<file path="src/rtl/bank_decode_pkg.sv">
package bank_decode_pkg;
  localparam int unsigned CPU_AW  = 16;
  localparam int unsigned DATA_W  = 8;
  localparam int unsigned PHYS_AW = CPU_AW + 1;
  localparam int unsigned REG_AW  = 4;

  typedef enum logic [2:0] {
    SRC_NONE, SRC_MEM, SRC_INPORT, SRC_SNDPORT, SRC_BLIT, SRC_PAL, SRC_VIDEO
  } rdSrc_e;

  typedef struct packed {
    logic   memEn;
    logic   memWe;
    logic   romPage;
    logic   bankLoad;
    logic   rdTake;
    rdSrc_e rdSrc;
  } ctrlStrobe_t;
endpackage

</file>
<file path="src/rtl/bank_decode_ctrl.sv">
module bank_decode_ctrl
  import bank_decode_pkg::*;
#(
  parameter logic [CPU_AW-1:0] BANK_END   = 16'h9000,
  parameter logic [CPU_AW-1:0] IO_BASE    = 16'hC000,
  parameter logic [CPU_AW-1:0] CFG_BASE   = 16'hCC00,
  parameter logic [CPU_AW-1:0] ROM_BASE   = 16'hD000,
  parameter logic [CPU_AW-1:0] PAL_BASE   = 16'hC000,
  parameter int unsigned       PAL_AW     = 4,
  parameter logic [CPU_AW-1:0] INP_BASE   = 16'hC804,
  parameter logic [CPU_AW-1:0] SND_BASE   = 16'hC80C,
  parameter int unsigned       PORT_AW    = 2,
  parameter logic [CPU_AW-1:0] BLIT_BASE  = 16'hCA00,
  parameter int unsigned       BLIT_AW    = 3,
  parameter logic [CPU_AW-1:0] BANK_REG   = 16'hC900,
  parameter logic [CPU_AW-1:0] VID_REG    = 16'hCB00
) (
  input  logic              cpuValid,
  input  logic              cpuWe,
  input  logic [CPU_AW-1:0] cpuAddr,
  input  logic              bankRom,
  output ctrlStrobe_t       strobe,
  output logic              inPortSel,
  output logic              sndPortSel,
  output logic              blitSel,
  output logic              palSel,
  output logic              vidSel
);
  logic hitPal, hitInp, hitSnd, hitBlit, hitVid, hitBank;

  assign hitPal  = (cpuAddr >> PAL_AW)  == (PAL_BASE >> PAL_AW);
  assign hitInp  = (cpuAddr >> PORT_AW) == (INP_BASE >> PORT_AW);
  assign hitSnd  = (cpuAddr >> PORT_AW) == (SND_BASE >> PORT_AW);
  assign hitBlit = (cpuAddr >> BLIT_AW) == (BLIT_BASE >> BLIT_AW);
  assign hitVid  = cpuAddr == VID_REG;
  assign hitBank = cpuAddr == BANK_REG;

  always_comb begin
    strobe       = '0;
    strobe.rdSrc = SRC_NONE;
    inPortSel    = 1'b0;
    sndPortSel   = 1'b0;
    blitSel      = 1'b0;
    palSel       = 1'b0;
    vidSel       = 1'b0;
    if (cpuValid) begin
      strobe.rdTake = ~cpuWe;
      if (cpuAddr < BANK_END) begin
        strobe.memEn   = 1'b1;
        strobe.memWe   = cpuWe;
        strobe.romPage = ~cpuWe & bankRom;
        strobe.rdSrc   = SRC_MEM;
      end else if (cpuAddr < IO_BASE) begin
        strobe.memEn = 1'b1;
        strobe.memWe = cpuWe;
        strobe.rdSrc = SRC_MEM;
      end else if (cpuAddr >= ROM_BASE) begin
        if (!cpuWe) begin
          strobe.memEn   = 1'b1;
          strobe.romPage = 1'b1;
          strobe.rdSrc   = SRC_MEM;
        end
      end else if (cpuAddr >= CFG_BASE) begin
        strobe.memEn = 1'b1;
        strobe.memWe = cpuWe;
        strobe.rdSrc = SRC_MEM;
      end else if (hitPal) begin
        palSel       = 1'b1;
        strobe.rdSrc = SRC_PAL;
      end else if (hitInp) begin
        inPortSel    = 1'b1;
        strobe.rdSrc = SRC_INPORT;
      end else if (hitSnd) begin
        sndPortSel   = 1'b1;
        strobe.rdSrc = SRC_SNDPORT;
      end else if (hitBlit) begin
        blitSel      = 1'b1;
        strobe.rdSrc = SRC_BLIT;
      end else if (hitVid) begin
        vidSel       = 1'b1;
        strobe.rdSrc = SRC_VIDEO;
      end else if (hitBank) begin
        strobe.bankLoad = cpuWe;
      end
    end
  end
endmodule

</file>
<file path="src/rtl/bank_decode_dp.sv">
module bank_decode_dp
  import bank_decode_pkg::*;
(
  input  logic               clk,
  input  logic               rstN,
  input  ctrlStrobe_t        strobe,
  input  logic [CPU_AW-1:0]  cpuAddr,
  input  logic               bankBit,
  output logic               bankRom,
  output logic [PHYS_AW-1:0] memAddr,
  input  logic [DATA_W-1:0]  memRdData,
  input  logic [DATA_W-1:0]  inPortRdData,
  input  logic [DATA_W-1:0]  sndPortRdData,
  input  logic [DATA_W-1:0]  blitRdData,
  input  logic [DATA_W-1:0]  palRdData,
  input  logic [DATA_W-1:0]  videoLine,
  output logic [DATA_W-1:0]  cpuRdData
);
  rdSrc_e            srcQ;
  logic [DATA_W-1:0] vidQ;

  always_ff @(posedge clk) begin
    if (!rstN) begin
      bankRom <= 1'b0;
      srcQ    <= SRC_NONE;
      vidQ    <= '0;
    end else begin
      if (strobe.bankLoad) bankRom <= bankBit;
      if (strobe.rdTake) begin
        srcQ <= strobe.rdSrc;
        vidQ <= videoLine;
      end
    end
  end

  assign memAddr = {strobe.romPage, cpuAddr};

  always_comb begin
    unique case (srcQ)
      SRC_MEM:     cpuRdData = memRdData;
      SRC_INPORT:  cpuRdData = inPortRdData;
      SRC_SNDPORT: cpuRdData = sndPortRdData;
      SRC_BLIT:    cpuRdData = blitRdData;
      SRC_PAL:     cpuRdData = palRdData;
      SRC_VIDEO:   cpuRdData = vidQ;
      default:     cpuRdData = '1;
    endcase
  end
endmodule

</file>
<file path="src/rtl/bank_addr_decode.sv">
module bank_addr_decode
  import bank_decode_pkg::*;
(
  input  logic               clk,
  input  logic               rstN,
  input  logic               cpuValid,
  input  logic               cpuWe,
  input  logic [CPU_AW-1:0]  cpuAddr,
  input  logic [DATA_W-1:0]  cpuWrData,
  output logic [DATA_W-1:0]  cpuRdData,
  output logic               memEn,
  output logic               memWe,
  output logic [PHYS_AW-1:0] memAddr,
  output logic [DATA_W-1:0]  memWrData,
  input  logic [DATA_W-1:0]  memRdData,
  output logic               inPortSel,
  output logic               sndPortSel,
  output logic               blitSel,
  output logic               palSel,
  output logic               vidSel,
  output logic               periphWe,
  output logic [REG_AW-1:0]  periphAddr,
  output logic [DATA_W-1:0]  periphWrData,
  input  logic [DATA_W-1:0]  inPortRdData,
  input  logic [DATA_W-1:0]  sndPortRdData,
  input  logic [DATA_W-1:0]  blitRdData,
  input  logic [DATA_W-1:0]  palRdData,
  input  logic [DATA_W-1:0]  videoLine
);
  ctrlStrobe_t strobe;
  logic        bankRom;

  bank_decode_ctrl uCtrl (
    .cpuValid(cpuValid), .cpuWe(cpuWe), .cpuAddr(cpuAddr), .bankRom(bankRom),
    .strobe(strobe), .inPortSel(inPortSel), .sndPortSel(sndPortSel),
    .blitSel(blitSel), .palSel(palSel), .vidSel(vidSel)
  );

  bank_decode_dp uDp (
    .clk(clk), .rstN(rstN), .strobe(strobe), .cpuAddr(cpuAddr),
    .bankBit(cpuWrData[0]), .bankRom(bankRom), .memAddr(memAddr),
    .memRdData(memRdData), .inPortRdData(inPortRdData),
    .sndPortRdData(sndPortRdData), .blitRdData(blitRdData),
    .palRdData(palRdData), .videoLine(videoLine), .cpuRdData(cpuRdData)
  );

  assign memEn        = strobe.memEn;
  assign memWe        = strobe.memWe;
  assign memWrData    = cpuWrData;
  assign periphWe     = cpuValid & cpuWe;
  assign periphAddr   = cpuAddr[REG_AW-1:0];
  assign periphWrData = cpuWrData;
endmodule

</file>
<file path="config.mk">
export PLATFORM = sky130hd
export DESIGN_NAME = bank_addr_decode
export DESIGN_NICKNAME = d
export VERILOG_FILES = /design/src/rtl/bank_decode_pkg.sv /design/src/rtl/bank_decode_ctrl.sv /design/src/rtl/bank_decode_dp.sv /design/src/rtl/bank_addr_decode.sv
export SDC_FILE = /design/constraint.sdc
export NUM_CORES = 1
export LEC_CHECK = 0
export BUFFER_PORTS_ARGS = -buffer_cell sky130_fd_sc_hd__buf_2
export CAP_MARGIN = 40
export CORE_MARGIN = 10
export CORE_UTILIZATION = 34
export DETAILED_ROUTE_END_ITERATION = 12
export HOLD_SLACK_MARGIN = 0.15
export PLACE_DENSITY = 0.77
export SLEW_MARGIN = 20
export SYNTH_ARGS = -nofsm -noshare
export SYNTH_HDL_FRONTEND = slang
export SYNTH_SLANG_ARGS = --single-unit
export TNS_END_PERCENT = 50
</file>
<file path="constraint.sdc">
create_clock -name clk -period 1.41 [get_ports clk]
set_input_delay 0.0705 -clock clk [delete_from_list [all_inputs] [get_ports clk]]
set_output_delay 0.0705 -clock clk [all_outputs]
set_load 0.05 [all_outputs]
</file>
==> results by group <==
Power
  • Cell Pwr Density: 527 nW/um^2
  • Total power: 1.37 mW
  • LEAKAGE: 1.21 nW
  • Peak VDD IR: 0.529 mV

Detailed routing
  • Vias per inst: 5.03
  • WL per Instance: 17.1 microns
  • DRC viols: 0
  • Antenna viol nets, final: 0
  • Routed Wire Length: 6380 microns
  • DRT iter0 DRCs: 74
  • Pre-Repair DR Iteration Count: 4
  • Via total after detailed routing: 1,882

Global route
  • Total track usage: 0.146
  • Global-route wire length before repair: 9110 microns
  • GR Overflow Total: 0
  • Antenna violations before repair: 0
  • Number of global-route vias before repair: 1,895
  • Largest net degree at the start of global routing: 16

STA
  • Max transition margin: 0.537
  • Clk_skew: 0 ps
  • RSZ-0062 raised after global routing: yes
  • Fin Hold WS: 196 ps
  • Fin crit period: 1640 ps
  • Final Max Slew Viols: 0
  • Period utilization: 1.16
  • Final hold vios: 0
  • # setup viols final: 14
  • Fmax: 610 MHz
  • Worst slew pin tran: 677 ps
  • Final setup margin: -228 ps

Logic synthesis
  • Synth Register Bits: 12
  • Area contributors post-synth: buf_4 19%, dfxtp_1 17%, a21oi_1 7.7%
  • Part of the Yosys area used for sequential elements: 0.168
  • Synth Area in Adders: 0
  • Largest family of logic cells by synthesized area: simple AND/OR/NAND/NOR gates
  • Post-synthesis mux area share: 0.0753
  • Cell area after synthesis: 1430 sq um
  • YS warnings: 0
  • Compound-Gate Fraction of Synth Area: 0.248
  • Synthesized area per cell: 6.97 sq um
  • Top post-synthesis cells by count: 37 x buf_4, 29 x nand2_1, 22 x a21oi_1, 12 x dfxtp_1, 12 x o21ai_0
  • Fraction of registers with async set or reset after synthesis: 0
  • Top-count cell post-synth: buf_4
  • XOR/XNOR Fraction of Synth Area: 0
  • Netlist cell types: 37
  • Share of the synthesized area in the top cell type: 0.194
  • Simple-gate share of the synthesized area: 0.261
  • Synth Instances: 205
  • EDFF count, synth: 0
  • Main synth FF type: dfxtp_1
  • Leading area contributor after synthesis: buf_4
  • Syn_nets: 281

Clocking
  • Clock root cell: clkbuf_8
  • Clock latency on the worst-skew pair: 230 ps
  • Clk buf depth: 2
  • Htree depth: 1
  • Worst-path clk slew: 50 ps
  • Clock tree from TritonCTS: built
  • TritonCTS Sinks: 12
  • TritonCTS buffer count: 3

Placed design
  • Post-DP HPWL: 4260 microns
  • Port bufs: 107
  • Placer Congestion: 0.842
  • Placement Setup Slack: -253 ps
  • Placed cell areas: 2010 sq um

Floorplanning
  • Row count: 23
  • I/O pin cnt: 129
  • Core ar.: 4030 sq um
  • Die W: 84.8 microns
  • Starting Density: 0.355
  • Die footprint: 7200 sq um
  • Die Ht: 84.8 microns

Status
  • Outcome: finished, violations left
  • Failing checks: negative setup slack

Hold path
  • Worst hold path type: in -> reg

Flow run
  • Maxcap violations: 0

Worst setup path
  • Worst path cell trace: buf_4 -> nor2b_2 -> buf_6 -> mux4_2 -> buf_8
  • Data arrival time of the worst path: 1570 ps
  • Critical-path top delay cell: dfxtp_4
  • Crit Path Max Fanout: 5
  • Setup Crit Path Kind: reg -> out
  • CP Data Required Time: 1340 ps
  • CP Launch Type: register
  • CP peak stage delay: 370 ps
  • CP Capture Type: primary output

Final layout
  • Antenna Cells: 0
  • Fillers: 352
  • Final net count: 402
  • Register area: 251 sq um
  • Finished Cell Area: 2610 sq um
  • Area grow syn2layout: 82.5%
  • Core Util, Final: 0.647
  • Ratio of cells with drive above 1 in the final layout: 0.611
  • Multi-input gate area: 1050 sq um
==> state kept, by name (all words and copies together), names as in the netlist <==
name         flops
uDp.srcQ         3
uDp.bankRom      1
uDp.vidQ         8
==> cells in the final DEF, fill, tap and decap left out, drive strengths merged, types with 6 or more instances in the layout <==
cell           n
buf          147
nand2         29
a21oi         22
dlygate4sd3   16
dfxtp         12
o21ai         12
nor2          11
inv            9
a21boi         8
o22ai          6
==> metal layers <==
layer  GRT usage  part of all wire  vias to the layer above
met5           0                 0                        -
met3      0.0602             0.097                       10
met2       0.257              0.51                       98
met4      0.0240             0.016                        0
li1            -                 -                      916
met1       0.163              0.38                      858
==> final cells by class <==
class	count	area share
Clock buffer	3	0.0158
Timing Repair Buffer	163	0.448
Inverter	10	0.0149
Tap cell	50	0.0240
Multi-Input combinational cell	136	0.401
Sequential cell	12	0.0964
==> what timing repair did <==
| item | 4_1_cts | 5_1_grt |
|---|---|---|
| hold endpoints to repair | 23 | 0 |
| hold buffers | 16 | 0 |
| gates cloned | 1 | 0 |
| setup buffers | 4 | 2 |
| setup endpoints to repair | 13 | 14 |
| resized for setup | 49 | 23 |
| pin swaps | 7 | 8 |
==> cells by family after synthesis <==
kind of cell           count (synthesis)
AOI/OAI and AO/OA                     59
buffers and inverters                 57
muxes                                  9
and+or+nand+nor                       68
DFF                                   12
==> worst max-delay path, delay by kind of cell (launching register included) <==
| family | cells | cell delay [ps] |
|---|---|---|
| mux | 1 | 320 |
| buf+inv | 3 | 480 |
| flops | 1 | 370 |
| simple gates | 1 | 160 |
==> path summary, 6_finish.rpt <==
path	from	slack, ps	to	depth (start not counted)
setup reg to reg	uDp.srcQ[1]	430	uDp.srcQ[1]	3
hold reg to reg	uDp.bankRom	460	uDp.bankRom	2
hold / removal	rstN	200	uDp.srcQ[2]	3
setup / recovery	uDp.srcQ[1]	-230	cpuRdData[6]	5
==> where the power goes <==
group | internal, mW | leakage, nW | switching, mW | total (mW)
combinational | 0.278 | 1.09 | 0.441 | 0.718
clock | 0.187 | 0.0216 | 0.110 | 0.297
sequential | 0.348 | 0.100 | 0.0107 | 0.359
total | 0.813 | 1.21 | 0.562 | 1.37
==> per-stage QoR <==
step / cells / setup TNS (ps)
after floorplan: 205 / -1320
final: 374 / -1540
after global placement: 341 / -1410
after CTS: 365 / -1520
after global routing: 374 / -2220
after detailed placement: 341 / -1720
(Power assumes the default switching activity.)
